--- src/rtl/trigbuf_pkg.sv ---
package trigbuf_pkg;
  // bits needed to hold a down-counter preset of n (at least one bit)
  function automatic int cnt_width(int n);
    return (n < 1) ? 1 : $clog2(n + 1);
  endfunction

  // release decision: fresh beat with a request, or late request in grace
  function automatic logic release_now(logic busy, logic armed, logic adv_rise,
                                       logic beat_rise, logic grace_open);
    return !busy && ((beat_rise && (armed || adv_rise)) || (adv_rise && grace_open));
  endfunction
endpackage

--- src/rtl/trigbuf_edge.sv ---
module trigbuf_edge #(
  parameter int STAGES = 2
) (
  input  logic clk,
  input  logic rst,
  input  logic din,
  output logic rise
);
  logic [STAGES-1:0] sync_q;
  logic              last_q;

  always_ff @(posedge clk) begin
    if (rst) begin
      sync_q <= '0;
      last_q <= 1'b0;
    end else begin
      sync_q <= {sync_q[STAGES-2:0], din};
      last_q <= sync_q[STAGES-1];
    end
  end

  assign rise = sync_q[STAGES-1] & ~last_q;
endmodule

--- src/rtl/trigbuf_arm.sv ---
module trigbuf_arm
  import trigbuf_pkg::*;
(
  input  logic clk,
  input  logic rst,
  input  logic adv_rise,
  input  logic beat_rise,
  input  logic grace_open,
  input  logic busy,
  output logic armed,
  output logic fire
);
  always_comb fire = release_now(busy, armed, adv_rise, beat_rise, grace_open);

  always_ff @(posedge clk) begin
    if (rst)           armed <= 1'b0;
    else if (fire)     armed <= 1'b0;
    else if (adv_rise) armed <= 1'b1;
  end
endmodule

--- src/rtl/trigbuf_pulse.sv ---
module trigbuf_pulse
  import trigbuf_pkg::*;
#(
  parameter int PULSE_CYCLES = 33
) (
  input  logic clk,
  input  logic rst,
  input  logic fire,
  output logic busy
);
  localparam int W = cnt_width(PULSE_CYCLES);
  logic [W-1:0] left_q;

  always_ff @(posedge clk) begin
    if (rst)                        left_q <= '0;
    else if (fire && left_q == '0)  left_q <= W'(PULSE_CYCLES);
    else if (left_q != '0)          left_q <= left_q - 1'b1;
  end

  assign busy = (left_q != '0);
endmodule

--- src/rtl/trigbuf_grace.sv ---
module trigbuf_grace
  import trigbuf_pkg::*;
#(
  parameter int GRACE_CYCLES = 100
) (
  input  logic clk,
  input  logic rst,
  input  logic beat_rise,
  input  logic fire,
  output logic grace_open
);
  localparam int W = cnt_width(GRACE_CYCLES);
  logic [W-1:0] win_q;

  always_ff @(posedge clk) begin
    if (rst)                 win_q <= '0;
    else if (fire)           win_q <= '0;
    else if (beat_rise)      win_q <= W'(GRACE_CYCLES);
    else if (win_q != '0)    win_q <= win_q - 1'b1;
  end

  assign grace_open = (win_q != '0);
endmodule

--- src/rtl/trigbuf_top.sv ---
module trigbuf_top #(
  parameter int SYNC_STAGES  = 2,
  parameter int PULSE_CYCLES = 33,
  parameter int GRACE_CYCLES = 100
) (
  input  logic clk,
  input  logic rst,
  input  logic advance_in,
  input  logic beat_in,
  output logic trig_out
);
  localparam int NUM_IN = 2;

  logic [NUM_IN-1:0] raw_in;
  logic [NUM_IN-1:0] rise_vec;
  logic adv_rise, beat_rise, armed, fire, busy, grace_open;

  assign raw_in = {beat_in, advance_in};

  for (genvar i = 0; i < NUM_IN; i++) begin : gen_edge
    trigbuf_edge #(.STAGES(SYNC_STAGES)) u_edge (
      .clk(clk), .rst(rst), .din(raw_in[i]), .rise(rise_vec[i])
    );
  end

  assign adv_rise  = rise_vec[0];
  assign beat_rise = rise_vec[1];

  trigbuf_arm u_arm (
    .clk(clk), .rst(rst), .adv_rise(adv_rise), .beat_rise(beat_rise),
    .grace_open(grace_open), .busy(busy), .armed(armed), .fire(fire)
  );

  trigbuf_pulse #(.PULSE_CYCLES(PULSE_CYCLES)) u_pulse (
    .clk(clk), .rst(rst), .fire(fire), .busy(busy)
  );

  trigbuf_grace #(.GRACE_CYCLES(GRACE_CYCLES)) u_grace (
    .clk(clk), .rst(rst), .beat_rise(beat_rise), .fire(fire), .grace_open(grace_open)
  );

  assign trig_out = busy;
endmodule

--- config.mk ---
export PLATFORM = sky130hd
export DESIGN_NAME = trigbuf_top
export DESIGN_NICKNAME = d
export VERILOG_FILES = /design/src/rtl/trigbuf_pkg.sv /design/src/rtl/trigbuf_edge.sv /design/src/rtl/trigbuf_arm.sv /design/src/rtl/trigbuf_pulse.sv /design/src/rtl/trigbuf_grace.sv /design/src/rtl/trigbuf_top.sv
export SDC_FILE = /design/constraint.sdc
export NUM_CORES = 1
export LEC_CHECK = 0
export BUFFER_PORTS_ARGS = -buffer_cell sky130_fd_sc_hd__buf_2
export CORE_MARGIN = 5
export CORE_UTILIZATION = 60
export DETAILED_ROUTE_END_ITERATION = 7
export GPL_ROUTABILITY_DRIVEN = 0
export GPL_TIMING_DRIVEN = 0
export PLACE_DENSITY_LB_ADDON = 0.25
export SYNTH_ARGS = -nofsm -noshare
export SYNTH_HDL_FRONTEND = slang
export SYNTH_HIERARCHICAL = 1
export SYNTH_SLANG_ARGS = --single-unit
--- constraint.sdc ---
create_clock -name clk -period 4.35 [get_ports clk]
set_input_delay 0.6525 -clock clk [delete_from_list [all_inputs] [get_ports clk]]
set_output_delay 0.6525 -clock clk [all_outputs]
set_load 0.01 [all_outputs]
==> flow_summary.toml <==
[global_routing]
global_route_wire_length_before_repair_um = 2863
grt_use_total_pct = 14.82
initial_antenna_violation_count = 0
first_global_vias = 712
grt_start_max_net_pins = 16
globalRoute.totalOverflow = 0
grt.met2_usage_pct = 27.17
gr-max-usage-layer = "met2"
groute.layer.met1.usage_pct = 15.36
met3_usage_pct = 4.587

[routing]
drt_first_pass_iters = 4
drt-wirelength-per-cell_um = 14.45
postRouteAntennaNets = 0
drt-total-wl_um = 1647
via_per_inst = 6.114
post-route-drc-count = 0
detailroute.via_count = 697
detailedRoute.firstIterationViolations = 24

[final_layout]
layout.nets = 108
commonest_non_fill_non_tap_cell_in_the_layout = "dfxtp_1"
fillerInstances = 106
post_route_cells_drive_above_1_share_pct = 16.16
syn_to_final_growth_pct = 6.901
fin_area_um2 = 949.7
final_cell_mix = "dfxtp_1 (20), nor2b_1 (8), nor3_1 (8)"
multi_input_comb_area_um2 = 457.9
finish.cell_count_without_fillers = 114
antenna_cells = 0
seqCellArea_um2 = 400.4

[cts]
cts_max_level = 1
post_cts.repair.setup_buffers = 0
cts-resized-gates = 0
tritoncts_num_sinks = 20
clock_tree.root_cell = "clkbuf_4"
cts-hold-fix-buffers = 0
clk_latency_ns = 0.28
cts.clk_slew.worst_paths_ns = 0.10
tritoncts_buffer_count = 3
tritoncts = "yes"
ctsLongestPathBuffers = 2

[worst_setup_path]
crit_path_end_kind = "output port"
worstReg2RegStart = "u_grace/win_q[2]$_SDFFE_PP0P_"
startpoint = "u_pulse/left_q[2]$_SDFFE_PP0P_"
timing.critical_path.slowest_stage_cell = "or3_4"
reg2reg_to = "u_pulse/left_q[1]$_SDFFE_PP0P_"
worstPathMaxFanout = 5
worst_reg_to_reg_path_cell_count = 7
worstSetupPathType = "reg2out"
worst_ep_arrival_time_ns = 1.63
cp_top_family = "simple AND/OR/NAND/NOR gates"
worst_reg_to_reg_setup_slack_ns = 2.17
endpoint = "trig_out"
cp.required_ns = 3.70
timing.critical_path.buf_inv = 2
critical_path_max_stage_delay_ns = 0.43
crit_path_cell_trace = "or3_4, nor2_1, inv_1, buf_2"
start_kind = "flop"
path_depth = 4

[worst_hold_path]
holdCritPathClass = "reg2reg"

[logic_synthesis]
area_share_of_the_largest_cell_type_after_synthesis_pct = 45.07
synthTopCellsByArea = "dfxtp_1 (45%), nor2b_1 (5.6%), nor3_1 (4.5%)"
post-synth-top-area-cell = "dfxtp_1"
net_count_synth = 99
synth.lib_cells_used.distinct = 32
post_synthesis_instance_area_um2 = 888.4
synthesis.yosys.warnings = 6
seq_area_frac_synth_pct = 45.07
netlist_instances = 92
syn_avg_cell_area_um2 = 9.656
postSynthRegisterBits = 20

[sta]
max_slew_margin_pct = 54.28
final_setup_margin_ns = 2.070
fin_crit_ns = 2.280
fin_skew_ns = 0.003047
rsz0062_at_grt = "no"
finalSetupTns_ns = 0
report.final.slew_viol_count = 0
worst_pin_slew_ns = 0.6796
report.final.setup_viol = 0
report.final.hold_viol_count = 0
final.period_utilization_pct = 52.42
clock.fmax_mhz = 438.5

[die]
area_of_the_core_um2 = 1350
ioPinCount = 5
fp.dieArea_um2 = 2350
die-height_um = 48.48
initial_utilization_pct = 65.80
rows = 13
die_w_um = 48.48

[pwr]
total_power_mw = 0.7471
power_density_nw_per_um2 = 786.7
cellLeakagePower_nw = 0.3662
ir_worst_vdd_mv = 0.5541

[placement]
dp_slack_ns = 2.200
dpl-instance-area_um2 = 927.1
hpwlAfterDp_um = 1148
port_buffers = 4
numPlacedInstances = 111

[run]
max_cap_viol_count = 0

[run_status]
result_of_the_run = "completed"
## worst min-delay path by stage
stage,start,to,slack [ns],depth (start not counted)
finish,gen_edge[0].u_edge/sync_q[0]$_SDFF_PP0_,gen_edge[0].u_edge/sync_q[1]$_SDFF_PP0_,0.46,1
global placement,gen_edge[1].u_edge/sync_q[0]$_SDFF_PP0_,gen_edge[1].u_edge/sync_q[1]$_SDFF_PP0_,0.42,1
global route,gen_edge[0].u_edge/sync_q[0]$_SDFF_PP0_,gen_edge[0].u_edge/sync_q[1]$_SDFF_PP0_,0.47,1
detailed placement,gen_edge[0].u_edge/sync_q[0]$_SDFF_PP0_,gen_edge[0].u_edge/sync_q[1]$_SDFF_PP0_,0.44,1
CTS,gen_edge[0].u_edge/sync_q[0]$_SDFF_PP0_,gen_edge[0].u_edge/sync_q[1]$_SDFF_PP0_,0.46,1
floorplan,gen_edge[0].u_edge/sync_q[0]$_SDFF_PP0_,gen_edge[0].u_edge/sync_q[1]$_SDFF_PP0_,0.41,1
## layer usage
layer	vias up	share of wire (%)
met1	332	43
met3	4	3.4
met4	0	1.3
li1	345	-
met2	16	52
met5	-	0
## cell families (layout without fill, tap and decap cells)
family	Yosys count	after routing	share of synthesized area, %
buffers and inverters	8	15	3.380
xor gates and xnor gates	4	4	3.943
adders and majority gates	3	3	4.226
and+or+nand+nor	34	34	24.93
DFF	20	20	45.07
AOI/OAI and AO/OA	23	23	18.45
## synthesized netlist by cell type (all sizes together)
cell type  instances
dfxtp             20
nor2b             10
inv                8
nor3               8
a21oi              6
or4                4
xnor2              4
a211oi             3
a21boi             3
ha                 3
nor2               3
o21ai              3
nand2b             2
nor3b              2
o31ai              2
or3                2
a211o              1
a21o               1
a311oi             1
a41oi              1
nand2              1
nand3              1
nor4               1
o21a               1
o221a              1
## sequential cells by signal, summed over array words and instances, names as in the netlist
signal and cells:
u_grace/win_q 7, u_pulse/left_q 6, gen_edge.u_edge/sync_q 4, gen_edge.u_edge/last_q 2, u_arm/armed 1
## cell type report
type / count / area share (%)
clock buffer: 3 / 2.372
inverter: 8 / 3.162
multi-input combinational: 64 / 48.22
sequential: 20 / 42.16
tap: 15 / 1.976
timing repair buffer: 4 / 2.108
## power by group
part / switching [mW] / internal (mW)
logic: 0.201 / 0.170
clock network: 0.0492 / 0.0321
registers: 0.0575 / 0.237
## metrics by stage
step / hold slack, ns / utilization [%]
6_report: 0.4570 / 70.34
5_1_grt: 0.4683 / 70.34
4_1_cts: 0.4632 / 70.34
3_5_place_dp: 0.4444 / 68.67
3_3_place_gp: 0.4170 / 68.67
2_1_floorplan: 0.4138 / -
Power figures use the tool's default switching activity.
